`config.mk`:
```
export PLATFORM = sky130hd
export DESIGN_NAME = pca_cmp_timer
export DESIGN_NICKNAME = d
export VERILOG_FILES = /design/src/rtl/pca_pkg.sv /design/src/rtl/pca_counter.sv /design/src/rtl/pca_cmp_chan.sv /design/src/rtl/pca_flags.sv /design/src/rtl/pca_cmp_timer.sv
export SDC_FILE = /design/constraint.sdc
export NUM_CORES = 1
export LEC_CHECK = 0
export BUFFER_PORTS_ARGS = -buffer_cell sky130_fd_sc_hd__clkbuf_2
export CORE_ASPECT_RATIO = 0.8
export CORE_UTILIZATION = 57
export DETAILED_ROUTE_END_ITERATION = 16
export HOLD_SLACK_MARGIN = 0.06
export PLACE_DENSITY = 0.77
export SYNTH_ARGS = -nofsm -noshare
export SYNTH_HDL_FRONTEND = slang
export SYNTH_SLANG_ARGS = --single-unit
export TNS_END_PERCENT = 30
```
`constraint.sdc`:
```
create_clock -name clk_i -period 4.5 [get_ports clk_i]
set_input_delay 0.9 -clock clk_i [delete_from_list [all_inputs] [get_ports clk_i]]
set_output_delay 0.9 -clock clk_i [all_outputs]
set_load 0.01 [all_outputs]
```
`src/rtl/pca_pkg.sv`:
```
package pca_pkg;
  localparam int unsigned PCA_NUM_MOD = 5;
  localparam int unsigned PCA_DATA_W  = 8;
  localparam int unsigned PCA_ADDR_W  = 5;
  localparam int unsigned PCA_MODE_W  = 7;

  // mode register bit positions
  localparam int unsigned MB_ECOM = 6;
  localparam int unsigned MB_MAT  = 3;
  localparam int unsigned MB_ECCF = 0;

  // status/control bit positions
  localparam int unsigned CB_CF = 7;
  localparam int unsigned CB_CR = 6;

  // address map
  localparam int unsigned ADDR_CTL    = 0;
  localparam int unsigned ADDR_CNT_LO = 1;
  localparam int unsigned ADDR_CNT_HI = 2;
  localparam int unsigned ADDR_MODE0  = 8;
  localparam int unsigned ADDR_CMP0   = 16;

  typedef logic [PCA_MODE_W-1:0] pca_mode_t;
endpackage

```
`src/rtl/pca_counter.sv`:
```
module pca_counter #(
  parameter int unsigned CNT_W = 16
) (
  input  logic             clk_i,
  input  logic             rst_ni,
  input  logic             tick_i,
  output logic [CNT_W-1:0] cnt_o,
  output logic             wrap_o
);
  logic [CNT_W-1:0] cnt_q, cnt_d;

  always_comb begin
    cnt_d = cnt_q;
    if (tick_i) cnt_d = cnt_q + CNT_W'(1);
  end

  always_ff @(posedge clk_i or negedge rst_ni) begin
    if (!rst_ni) cnt_q <= '0;
    else         cnt_q <= cnt_d;
  end

  assign cnt_o  = cnt_q;
  assign wrap_o = tick_i && (cnt_q == {CNT_W{1'b1}});
endmodule

```
`src/rtl/pca_cmp_chan.sv`:
```
module pca_cmp_chan
  import pca_pkg::*;
#(
  parameter int unsigned DATA_W = 8,
  localparam int unsigned CNT_W = 2 * DATA_W
) (
  input  logic              clk_i,
  input  logic              rst_ni,
  input  logic              wr_mode_i,
  input  logic              wr_lo_i,
  input  logic              wr_hi_i,
  input  logic [DATA_W-1:0] wr_data_i,
  input  logic [CNT_W-1:0]  cnt_i,
  output pca_mode_t         mode_o,
  output logic [DATA_W-1:0] lo_o,
  output logic [DATA_W-1:0] hi_o,
  output logic              hit_o
);
  pca_mode_t         mode_q, mode_d;
  logic [DATA_W-1:0] lo_q, lo_d, hi_q, hi_d;
  logic              cen_q, cen_d;
  logic              eq_q, eq_d;
  logic              armed;

  always_comb begin
    mode_d = mode_q;
    lo_d   = lo_q;
    hi_d   = hi_q;
    cen_d  = cen_q;
    if (wr_mode_i) mode_d = wr_data_i[PCA_MODE_W-1:0];
    if (wr_lo_i) begin
      lo_d  = wr_data_i;
      cen_d = 1'b0;
    end
    if (wr_hi_i) begin
      hi_d  = wr_data_i;
      cen_d = 1'b1;
    end
  end

  assign armed = cen_q && mode_q[MB_ECOM] && mode_q[MB_MAT];
  assign eq_d  = armed && (cnt_i == {hi_q, lo_q});

  always_ff @(posedge clk_i or negedge rst_ni) begin
    if (!rst_ni) begin
      mode_q <= '0;
      lo_q   <= '0;
      hi_q   <= '0;
      cen_q  <= 1'b0;
      eq_q   <= 1'b0;
    end else begin
      mode_q <= mode_d;
      lo_q   <= lo_d;
      hi_q   <= hi_d;
      cen_q  <= cen_d;
      eq_q   <= eq_d;
    end
  end

  assign hit_o  = eq_d && !eq_q;
  assign mode_o = mode_q;
  assign lo_o   = lo_q;
  assign hi_o   = hi_q;
endmodule

```
`src/rtl/pca_flags.sv`:
```
module pca_flags #(
  parameter int unsigned NUM_MOD = 5
) (
  input  logic               clk_i,
  input  logic               rst_ni,
  input  logic               wr_ctl_i,
  input  logic               wd_cf_i,
  input  logic               wd_cr_i,
  input  logic [NUM_MOD-1:0] wd_ccf_i,
  input  logic [NUM_MOD-1:0] hit_i,
  input  logic               wrap_i,
  output logic               cf_o,
  output logic               cr_o,
  output logic [NUM_MOD-1:0] ccf_o
);
  logic               cf_q, cf_d, cr_q, cr_d;
  logic [NUM_MOD-1:0] ccf_q, ccf_d, clr;

  assign clr = wr_ctl_i ? ~wd_ccf_i : '0;

  always_comb begin
    cr_d  = wr_ctl_i ? wd_cr_i : cr_q;
    cf_d  = wrap_i | (cf_q & ~(wr_ctl_i & ~wd_cf_i));
    ccf_d = hit_i | (ccf_q & ~clr);
  end

  always_ff @(posedge clk_i or negedge rst_ni) begin
    if (!rst_ni) begin
      cf_q  <= 1'b0;
      cr_q  <= 1'b0;
      ccf_q <= '0;
    end else begin
      cf_q  <= cf_d;
      cr_q  <= cr_d;
      ccf_q <= ccf_d;
    end
  end

  assign cf_o  = cf_q;
  assign cr_o  = cr_q;
  assign ccf_o = ccf_q;
endmodule

```
`src/rtl/pca_cmp_timer.sv`:
```
module pca_cmp_timer
  import pca_pkg::*;
#(
  parameter int unsigned NUM_MOD = PCA_NUM_MOD,
  parameter int unsigned DATA_W  = PCA_DATA_W,
  parameter int unsigned ADDR_W  = PCA_ADDR_W,
  localparam int unsigned CNT_W  = 2 * DATA_W,
  localparam int unsigned PAD_W  = DATA_W - 2 - NUM_MOD
) (
  input  logic              clk_i,
  input  logic              rst_ni,
  input  logic              ce_i,
  input  logic              ea_i,
  input  logic              wr_en_i,
  input  logic [ADDR_W-1:0] wr_addr_i,
  input  logic [DATA_W-1:0] wr_data_i,
  input  logic [ADDR_W-1:0] rd_addr_i,
  output logic [DATA_W-1:0] rd_data_o,
  output logic              irq_o
);
  logic [1:0]               rst_sync_q;
  logic                     rst_n;
  logic [CNT_W-1:0]         cnt;
  logic                     wrap, tick;
  logic                     cf, cr, wr_ctl;
  logic [NUM_MOD-1:0]       ccf, hit, eccf;
  pca_mode_t                mode_w [NUM_MOD];
  logic [DATA_W-1:0]        lo_w   [NUM_MOD];
  logic [DATA_W-1:0]        hi_w   [NUM_MOD];
  logic [NUM_MOD*CNT_W-1:0] cmp_flat;
  logic [DATA_W-1:0]        ctl_byte;

  // asynchronous assert, synchronous release
  always_ff @(posedge clk_i or negedge rst_ni) begin
    if (!rst_ni) rst_sync_q <= 2'b00;
    else         rst_sync_q <= {rst_sync_q[0], 1'b1};
  end
  assign rst_n = rst_sync_q[1];

  assign tick   = ce_i && cr;
  assign wr_ctl = wr_en_i && (wr_addr_i == ADDR_W'(ADDR_CTL));

  pca_counter #(.CNT_W(CNT_W)) u_cnt (
    .clk_i (clk_i),
    .rst_ni(rst_n),
    .tick_i(tick),
    .cnt_o (cnt),
    .wrap_o(wrap)
  );

  for (genvar n = 0; n < NUM_MOD; n++) begin : g_chan
    logic wr_mode, wr_lo, wr_hi;
    assign wr_mode = wr_en_i && (wr_addr_i == ADDR_W'(ADDR_MODE0 + n));
    assign wr_lo   = wr_en_i && (wr_addr_i == ADDR_W'(ADDR_CMP0 + 2 * n));
    assign wr_hi   = wr_en_i && (wr_addr_i == ADDR_W'(ADDR_CMP0 + 2 * n + 1));

    pca_cmp_chan #(.DATA_W(DATA_W)) u_chan (
      .clk_i    (clk_i),
      .rst_ni   (rst_n),
      .wr_mode_i(wr_mode),
      .wr_lo_i  (wr_lo),
      .wr_hi_i  (wr_hi),
      .wr_data_i(wr_data_i),
      .cnt_i    (cnt),
      .mode_o   (mode_w[n]),
      .lo_o     (lo_w[n]),
      .hi_o     (hi_w[n]),
      .hit_o    (hit[n])
    );

    assign eccf[n] = mode_w[n][MB_ECCF];
    assign cmp_flat[n*CNT_W +: CNT_W] = {hi_w[n], lo_w[n]};
  end

  pca_flags #(.NUM_MOD(NUM_MOD)) u_flags (
    .clk_i   (clk_i),
    .rst_ni  (rst_n),
    .wr_ctl_i(wr_ctl),
    .wd_cf_i (wr_data_i[CB_CF]),
    .wd_cr_i (wr_data_i[CB_CR]),
    .wd_ccf_i(wr_data_i[NUM_MOD-1:0]),
    .hit_i   (hit),
    .wrap_i  (wrap),
    .cf_o    (cf),
    .cr_o    (cr),
    .ccf_o   (ccf)
  );

  assign ctl_byte = {cf, cr, {PAD_W{1'b0}}, ccf};

  always_comb begin
    rd_data_o = '0;
    if (rd_addr_i == ADDR_W'(ADDR_CTL))    rd_data_o = ctl_byte;
    if (rd_addr_i == ADDR_W'(ADDR_CNT_LO)) rd_data_o = cnt[DATA_W-1:0];
    if (rd_addr_i == ADDR_W'(ADDR_CNT_HI)) rd_data_o = cnt[CNT_W-1:DATA_W];
    for (int n = 0; n < NUM_MOD; n++) begin
      if (rd_addr_i == ADDR_W'(ADDR_MODE0 + n))
        rd_data_o = DATA_W'(mode_w[n]);
      if (rd_addr_i == ADDR_W'(ADDR_CMP0 + 2 * n))
        rd_data_o = lo_w[n];
      if (rd_addr_i == ADDR_W'(ADDR_CMP0 + 2 * n + 1))
        rd_data_o = hi_w[n];
    end
  end

  assign irq_o = ea_i && (cf || |(ccf & eccf));
endmodule

```
* Yosys cells after proc, flatten, opt, wreduce, memory -nomap -nowiden
Index checks and enable logic that the tools add are counted.
Storage, ports and cells: bits in registers 150, output and inout bits 9
Cells by class: $add $sub $neg 1, equal/unequal tests 38, multiplexer cells 29, bitwise logic cells 10, reduce and logical (&&, ||, !) cells 53
Operators with widths (number):
- 2-to-1 mux 8 bit | 18
- == test 5 bit (second input constant) | 20
- == test 16 bit | 5
- == test 5 x 4 -> 1 bit (second input constant) | 10
- logical AND 1 bit | 39
- adder 16 x 1 -> 16 bit (second input constant) | 1
- == test 16 bit (second input constant) | 1
- bitwise AND 5 bit | 2
- logical NOT 5 bit | 2
- 2-to-1 mux 1 bit | 10
- inverter 5 bit | 2
- nonzero test 2 bit | 5
- == test 5 x 1 -> 1 bit (second input constant) | 1
- == test 5 x 2 -> 1 bit (second input constant) | 1
- logical NOT 1 bit | 5
- 2-to-1 mux 5 bit | 1
- bitwise OR 5 bit | 1
- OR reduction 5 bit | 1
- bitwise AND 1 bit | 2
- inverter 1 bit | 2
- logical OR 1 bit | 1
- bitwise OR 1 bit | 1

* Depth between registers and ports, before layout
Gate-level depths: netlist (run 1).
depth after elaboration 19, depth in mapped cells 8

* Cells and area by module
Synthesis (run 1) repeated with hierarchy kept, for this count alone.
Unflattened totals: cell total of the unflattened synthesis 815, area, all modules 8699.6 µm²
Modules (own cells, without submodules):
- pca_cmp_chan | times used 5, cells an instance 77, area each 1102.3 µm², seq. area each 625.6 µm²
- pca_cmp_timer | times used 1, cells an instance 346, area each 2163.3 µm², seq. area each 50.0 µm²
- pca_counter | times used 1, cells an instance 64, area each 752.0 µm², seq. area each 400.4 µm²
- pca_flags | times used 1, cells an instance 20, area each 272.8 µm², seq. area each 175.2 µm²

* Worst setup path before layout (run 1)
Ideal clock, no wire load.
kind input to output, start point input port rd_addr_i[4], end point output port rd_data_o[5], arrival 2203 ps, required time 3600 ps, path slack 1397 ps, stages on the path 7, path buffers 2, cells stage by stage buf_6 or3b_1 buf_2 o32a_1 a21oi_2 o31ai_1 a21oi_2
On the way: cells in the longest elaborated chain, start to end 18
RTL lines:
- start: declaration | line pca_cmp_timer.sv:17 | input logic [ADDR_W-1:0] rd_addr_i,
- == test 5 x 1 -> 1 bit | line pca_cmp_timer.sv:94 | if (rd_addr_i == ADDR_W'(ADDR_CNT_LO)) rd_data_o = cnt[DATA_W-1:0];
- 2-to-1 mux 8 bit | line pca_cmp_timer.sv:94
- 2-to-1 mux 8 bit | line pca_cmp_timer.sv:95 | if (rd_addr_i == ADDR_W'(ADDR_CNT_HI)) rd_data_o = cnt[CNT_W-1:DATA_W];
- 2-to-1 mux 8 bit | line pca_cmp_timer.sv:97 | if (rd_addr_i == ADDR_W'(ADDR_MODE0 + n))
- 2-to-1 mux 8 bit | line pca_cmp_timer.sv:99 | if (rd_addr_i == ADDR_W'(ADDR_CMP0 + 2 * n))
- 2-to-1 mux 8 bit | line pca_cmp_timer.sv:101 | if (rd_addr_i == ADDR_W'(ADDR_CMP0 + 2 * n + 1))
- 2-to-1 mux 8 bit | line pca_cmp_timer.sv:97
- 2-to-1 mux 8 bit | line pca_cmp_timer.sv:99
- (+2 left out)
- 2-to-1 mux 8 bit | line pca_cmp_timer.sv:99
- 2-to-1 mux 8 bit | line pca_cmp_timer.sv:101
- 2-to-1 mux 8 bit | line pca_cmp_timer.sv:97
- 2-to-1 mux 8 bit | line pca_cmp_timer.sv:99
- 2-to-1 mux 8 bit | line pca_cmp_timer.sv:101
- 2-to-1 mux 8 bit | line pca_cmp_timer.sv:97
- 2-to-1 mux 8 bit | line pca_cmp_timer.sv:99
- 2-to-1 mux 8 bit (*) | line pca_cmp_timer.sv:101
- end: declaration | line pca_cmp_timer.sv:18 | output logic [DATA_W-1:0] rd_data_o,
Mark *: on every way between the ends. The rest lies on a longest branch, timed or not.

* Worst setup path after layout (run 1)
start point input port rd_addr_i[1], end point output port rd_data_o[0]
On the way: cells in the longest elaborated chain, start to end 19
RTL lines:
- logical NOT 5 bit | line pca_cmp_timer.sv:93 | if (rd_addr_i == ADDR_W'(ADDR_CTL)) rd_data_o = ctl_byte;
- 2-to-1 mux 8 bit | line pca_cmp_timer.sv:93
- 2-to-1 mux 8 bit | line pca_cmp_timer.sv:94
- 2-to-1 mux 8 bit | line pca_cmp_timer.sv:95
- 2-to-1 mux 8 bit | line pca_cmp_timer.sv:97
- 2-to-1 mux 8 bit | line pca_cmp_timer.sv:99
- 2-to-1 mux 8 bit | line pca_cmp_timer.sv:101
- 2-to-1 mux 8 bit | line pca_cmp_timer.sv:97
- (+3 left out)
- 2-to-1 mux 8 bit | line pca_cmp_timer.sv:99
- 2-to-1 mux 8 bit | line pca_cmp_timer.sv:101
- 2-to-1 mux 8 bit | line pca_cmp_timer.sv:97
- 2-to-1 mux 8 bit | line pca_cmp_timer.sv:99
- 2-to-1 mux 8 bit | line pca_cmp_timer.sv:101
- 2-to-1 mux 8 bit | line pca_cmp_timer.sv:97
- 2-to-1 mux 8 bit | line pca_cmp_timer.sv:99
- 2-to-1 mux 8 bit (*) | line pca_cmp_timer.sv:101
Marked as above.

==> metrics.md, run 1 <==
| Metric | Value |
|---|---|
| Status | `finished clean` |
| Post-DP HPWL | `between 15000 and 20000 microns` |
| Sequential-to-total area share from yosys stat | `0.435` |
| M1 WL | `11800 microns` |
| Syn_area_per_cell | `between 10 and 15 sq um` |
| Num ports | `32` |
| TritonCTS clock tree | `done` |
| Reg clk slew, reported paths | `roughly 50 ps` |
| Synth unique cells | `77` |
| Detailed Route Iter0 Violations | `around 830` |
| Kind of critical path | `input port to output port` |
| Share of post-route cells with drive strength above 1 | `0.249` |
| Final Max Tran Viols | `0` |
| Top sig layer | `met4` |
| Via Count | `6840` |
| Setup_tns | `0 ps` |
| Fill cells | `about 1200` |
| Clk root buf | `clkbuf_16` |
| Vias per cell | `around 7` |
| Critical path required time | `between 3000 and 4000 ps` |
| Levels on crit path | `7` |
| Number of synthesized flops with an enable pin | `0` |
| Core Area | `14500 sq um` |
| DIE AREA | `~16000 sq um` |
| Largest net degree at the start of global routing | `between 90 and 100` |
| Worst setup path start | `rd_addr_i[1]` |
| Slew Limit Headroom | `0.370` |
| Worst skew pair latency | `about 430 ps` |
| All-layer global routing usage | `0.366` |
| Die Y | `112 microns` |
| Max frequency | `around 240 MHz` |
| CP max-delay cell | `nor2b_1` |
| Worst R2R Path Depth | `5` |
| CTS buffer count | `17` |
| Most used cell, CP | `clkbuf_2` |
| Max stage delay on crit path | `between 600 and 700 ps` |
| CTS Hold Buffers Added | `0` |
| Number of antenna diodes | `0` |
| Fin nets | `just over 800` |
| Crit-path cells | `clkbuf_2, nor2b_1, nand4b_1, nor2_1, nor4_1, a21o_1, clkbuf_2` |
| Final Power | `4120 uW` |
| RSZ-0062 raised after global routing | `no` |
| Worst Max-Slew Pin Slew | `941 ps` |
| Inst Count DP | `roughly 960` |
| Reg-to-Reg End | `u_flags.ccf_o[2]` |
| Most frequent cells in the layout | `dfrtp_1 (149), mux2_2 (112), xnor2_1 (75), nand2_1 (37), nor2_1 (34)` |
| Vias in the first global route | `~6900` |
| Minimum clock period | `between 4000 and 5000 ps` |
| IO Port Bufs | `31` |
| Max Fanout on Critical Path | `38` |
| Max Buffers Root-to-Sink | `2` |
| Post-Route WL | `between 20000 and 30000 microns` |
| Initial antenna violation count | `0` |
| Final ANT Viol Nets | `0` |
| Mapped Nets | `approximately 820` |
| CP endpoint | `rd_data_o[0]` |
| Commonest non-fill, non-tap cell in the layout | `dfrtp_1` |
| Htree depth | `4` |
| Worst-case clock skew | `around 9.5 ps` |
| R2r startpoint | `u_cnt.cnt_o[10]` |
| Final hold vios | `0` |
| Finish-stage setup viols | `0` |
| R2R Setup Slk | `between 2000 and 2500 ps` |
| Hold slack final | `about 250 ps` |
| Max_cap viols | `0` |
| WL met3 | `2530 microns` |
| Met2 routed WL | `between 10000 and 15000 microns` |
| Post-synthesis cell area | `around 8600 sq um` |
| Global-route wire length before repair | `approximately 42000 microns` |
| Initial Util | `0.594` |
| Setup crit end kind | `output port` |
| DR DRC count | `0` |
| Cell Pwr Density | `438 nW/um^2` |
| Area Growth Syn to Fin | `8.90%` |
| WL per Instance | `approximately 27 microns` |
| Cell class contributing the biggest share of worst-path delay | `simple AND/OR/NAND/NOR gates` |
| Rows | `39` |
| Synth Warn # | `0` |
| Setup Buffers After CTS | `0` |
| Leak pwr | `0.00403 uW` |
| Gr ovfl total | `0` |
| Post-Synthesis Cells | `798` |
| Commonest register cell after synthesis | `dfrtp_1` |
| Ys async rst share | `1.00` |
| Drt pass-1 iters | `6` |
| Critical path startpoint category | `input port` |
| Final worst path period share | `0.911` |
| Final core occ | `0.647` |
| # resized after CTS | `0` |
| Number of synthesized register bits | `150` |
| WP buf/inv | `2` |
| Worst Hold Class | `input port to asynchronous set/reset pin` |
| Critical path arrival | `about 3200 ps` |
| Placer Congestion | `around 0.99` |
| Worst VDD drop | `276 uV` |
| Post-Layout Cell Count | `~1000` |
| Die Span X | `about 140 microns` |
| Sink Count | `150` |
## power by group
part | total [uW] | internal (uW) | leakage [uW] | switching, uW
Sequential | 1930 | 1580 | 0.00194 | 346
Combinational | 706 | 384 | 0.00180 | 322
Clock | 1490 | 925 | 0.000289 | 561
## logic make-up after synthesis
group,after synthesis,share of synthesized area
multiplexers,127,0.166
adder cells (fa/ha/maj),1,0.00145
XOR/XNOR,95,0.0964
AO/OA/AOI/OAI,148,0.118
buffers and inverters,76,0.0427
flip-flops,150,0.435
AND/OR/NAND/NOR,200,0.140
other,1,0.000434
## final cells by class
type | count | area, sq um | area share
Sequential cell | 150 | 3760 | 0.400
Timing Repair Buffer | 38 | 220 | 0.0234
Tap cell | 184 | 230 | 0.0245
Clock inverter | 12 | 179 | 0.0190
Multi-Input combinational cell | 572 | 4510 | 0.480
Clock buffer | 19 | 433 | 0.0460
Inverter | 19 | 71.3 | 0.00758
## per-layer routing
metal / vias to the layer above / track usage
met1: 3485 / 0.537
met2: 387 / 0.528
met5: - / 0
li1: 2897 / -
met4: 0 / 0.144
met3: 71 / 0.0785
## stage by stage
stage	setup WS [ps]	instance area (sq um)
floorplan	11.1	8630
global placement	436	8790
detailed placement	477	8790
CTS	470	9400
global route	288	9400
finish	398	9400
## registers in the layout (all words and copies together) (netlist names)
signal,count
g_chan.u_chan.hi_o,40
g_chan.u_chan.lo_o,40
g_chan.u_chan.mode_o,35
u_cnt.cnt_o,16
g_chan.u_chan.cen_q,5
g_chan.u_chan.eq_q,5
u_flags.ccf_o,5
rst_sync_q,2
u_flags.cf_o,1
u_flags.cr_o,1
## worst reg2reg max path, cell delays in order (launching register included)
cell and delay (ps):
dfrtp_1 830, xnor2_1 210, nand4_1 110, or4_1 550, nor4_2 440, a21bo_1 180
## cells in the mapped netlist, types with 9 or more instances
library cell  number  area share
nor2_1            34       0.015
o21ai_0           29       0.017
a31oi_1            9      0.0065
nand4_1           23       0.017
a21oi_1           28       0.016
buf_2             22       0.013
nor2b_1           10      0.0072
nand2_1           37       0.016
xnor2_1           75       0.076
nand3_1           15      0.0087
dfrtp_1          150        0.43
buf_4             11      0.0096
xor2_1            20       0.020
mux2_2           112        0.15
nand3b_1           9      0.0078
clkbuf_1          21      0.0091
o21a_1            11      0.0096
inv_1             18      0.0078
## worst min path at each step
stage | from | end | slack, ps | cells past startpoint
2_1_floorplan | rst_sync_q[0] | rst_sync_q[1] | 330 | 0
3_3_place_gp | rst_sync_q[0] | rst_sync_q[1] | 340 | 0
3_5_place_dp | rst_sync_q[0] | rst_sync_q[1] | 340 | 0
4_1_cts | rst_ni | rst_sync_q[1] | 240 | 1
5_1_grt | rst_ni | rst_sync_q[1] | 250 | 1
6_report | rst_ni | rst_sync_q[1] | 250 | 1
No activity file was read; power rests on OpenSTA's default activity.
==> inputs of run 2 (changes only) <==
--- a/config.mk
+++ b/config.mk
@@ -11,6 +11,7 @@
 export DETAILED_ROUTE_END_ITERATION = 16
 export HOLD_SLACK_MARGIN = 0.06
 export PLACE_DENSITY = 0.77
+export RECOVER_POWER = 25
 export SYNTH_ARGS = -nofsm -noshare
 export SYNTH_HDL_FRONTEND = slang
 export SYNTH_SLANG_ARGS = --single-unit
==> metrics.md, run 2 (same netlist as run 1, synthesis figures left out) <==
| Metric | Value |
|---|---|
| Status | `finished, violations left` |
| Failing checks | `capacitance limit, slew limit` |
| Vias per cell | `6.88 (about the same)` |
| Comb power frac | `0.171 (about the same)` |
| CTS Hold Buffers Added | `0 (unchanged)` |
| IO Port Bufs | `31 (unchanged)` |
| Critical path arrival | `3200 ps (about the same)` |
| Clk network pwr share | `0.361 (about the same)` |
| DIE AREA | `15600 sq um (unchanged)` |
| Final worst path period share | `0.912 (about the same)` |
| Sw frac | `0.299 (about the same)` |
| Commonest non-fill, non-tap cell in the layout | `dfrtp_1` |
| P_sw | `1230 uW (about the same)` |
| RSZ-0062 raised after global routing | `no` |
| Finish-stage setup viols | `0 (unchanged)` |
| Levels on crit path | `7 (unchanged)` |
| Worst VDD drop | `275 uV (-0.18%)` |
| Worst-case clock skew | `8.53 ps (-0.993 ps)` |
| All-layer global routing usage | `0.366 (unchanged)` |
| Global-route wire length before repair | `41800 microns (unchanged)` |
| Worst R2R Path Depth | `1 (-4)` |
| Max_cap viols | `1 (+1)` |
| Num ports | `32 (unchanged)` |
| Setup_tns | `0 ps (unchanged)` |
| Final ANT Viol Nets | `0 (unchanged)` |
| Via Count | `6834 (-0.088%)` |
| Flop pwr share | `0.468 (about the same)` |
| Gr ovfl total | `0 (unchanged)` |
| Hold slack final | `247 ps (-4.87 ps)` |
| Cell class contributing the biggest share of worst-path delay | `simple AND/OR/NAND/NOR gates` |
| Area Growth Syn to Fin | `8.69%` |
| Max stage delay on crit path | `610 ps (about the same)` |
| Critical path required time | `3600 ps (about the same)` |
| Worst Max-Slew Pin Slew | `2290 ps (+1340 ps)` |
| Vias in the first global route | `6884 (unchanged)` |
| Drt pass-1 iters | `6 (unchanged)` |
| Die Span X | `140 microns (unchanged)` |
| Max Buffers Root-to-Sink | `2 (unchanged)` |
| Share of post-route cells with drive strength above 1 | `0.247 (-0.00247)` |
| Worst Hold Class | `input port to asynchronous set/reset pin` |
| Max Fanout on Critical Path | `38 (unchanged)` |
| Worst skew pair latency | `430 ps (about the same)` |
| TritonCTS clock tree | `done` |
| Final hold vios | `0 (unchanged)` |
| Initial Util | `0.594 (unchanged)` |
| Crit-path cells | `clkbuf_2, nor2b_1, nand4b_1, nor2_1, nor4_1, a21o_1, clkbuf_2` |
| # resized after CTS | `0 (unchanged)` |
| Initial antenna violation count | `0 (unchanged)` |
| Post-Route WL | `26900 microns (+0.16%)` |
| Htree depth | `4 (unchanged)` |
| Int Pwr | `2890 uW (about the same)` |
| Rows | `39 (unchanged)` |
| Final Max Tran Viols | `59 (+59)` |
| Die Y | `112 microns (unchanged)` |
| DR DRC count | `0 (unchanged)` |
| Core Area | `14500 sq um (unchanged)` |
| WP buf/inv | `2 (unchanged)` |
| Fin nets | `822 (unchanged)` |
| Largest net degree at the start of global routing | `92 (unchanged)` |
| Kind of critical path | `input port to output port` |
| Reg clk slew, reported paths | `50 ps (about the same)` |
| Setup Buffers After CTS | `0 (unchanged)` |
| R2R Setup Slk | `1180 ps (-940 ps)` |
| Minimum clock period | `4100 ps (+0.610 ps)` |
| CP max-delay cell | `nor2b_1` |
| Critical path startpoint category | `input port` |
| R2r startpoint | `rst_sync_q[1]` |
| Max frequency | `244 MHz (about the same)` |
| Sink Count | `150 (unchanged)` |
| Cell Pwr Density | `439 nW/um^2 (+0.16%)` |
| CTS buffer count | `17 (unchanged)` |
| Reg-to-Reg End | `g_chan[1].u_chan.hi_o[0]` |
| WL per Instance | `27.0 microns (+0.16%)` |
| Clk root buf | `clkbuf_16` |
| Slew Limit Headroom | `-0.524 (-0.894)` |
| Most frequent cells in the layout | `dfrtp_1 (150), mux2_2 (112), xnor2_1 (75), nand2_1 (37), nor2_1 (34)` |
| Detailed Route Iter0 Violations | `829 (unchanged)` |
| Post-DP HPWL | `18800 microns (unchanged)` |
| Placer Congestion | `0.991 (unchanged)` |
| Setup crit end kind | `output port` |
| Most used cell, CP | `clkbuf_2` |
| Leak pwr | `0.00402 uW (-0.17%)` |
| Number of antenna diodes | `0 (unchanged)` |
run 2: layer usage:
metal / up-vias / share of wire / global-route usage
li1: 2896 / - / -
met1: 3463 / 0.43 / 0.537
met2: 402 / 0.43 / 0.528
met3: 73 / 0.10 / 0.0785
met4: 0 / 0.033 / 0.144
met5: - / 0 / 0
run 2: power by group through the flow:
stage / registers (uW) / clock network, uW / logic, uW
floorplan: 1760 / 0 / 605
global placement: 1920 / 0 / 667
detailed placement: 1930 / 0 / 695
CTS: 1910 / 1500 / 703
global route: 1950 / 1560 / 770
finish: 1930 / 1490 / 704
run 2: layout make-up:
type / instances / area [sq um]
Sequential cell: 150 / 3750
Multi-Input combinational cell: 572 / 4510
Clock inverter: 12 / 179
Tap cell: 184 / 230
Clock buffer: 19 / 433
Inverter: 19 / 71.3
Timing Repair Buffer: 38 / 206
Fill cell: 1158 / 5160
run 2: metrics by stage:
| step | utilization | instance area, sq um | setup WS (ps) | cells | total power, uW |
|---|---|---|---|---|---|
| 6_report | 0.645 | 9390 | 398 | 994 | 4120 |
| 5_1_grt | 0.645 | 9390 | 288 | 994 | 4270 |
| 4_1_cts | 0.647 | 9400 | 470 | 994 | 4120 |
| 3_5_place_dp | 0.605 | 8790 | 477 | 963 | 2630 |
| 3_3_place_gp | 0.605 | 8790 | 436 | 963 | 2590 |
| 2_1_floorplan | - | 8630 | 11.1 | 798 | 2370 |
run 2: how the worst max path moves through the flow:
stage | from | slack, ps | endpoint
2_1_floorplan | rst_sync_q[1] | 10 | g_chan[0].u_chan.cen_q
3_3_place_gp | rd_addr_i[1] | 440 | rd_data_o[0]
3_5_place_dp | rd_addr_i[1] | 480 | rd_data_o[0]
4_1_cts | rd_addr_i[1] | 470 | rd_data_o[0]
5_1_grt | rd_addr_i[1] | 290 | rd_data_o[1]
6_report | rd_addr_i[1] | 400 | rd_data_o[0]
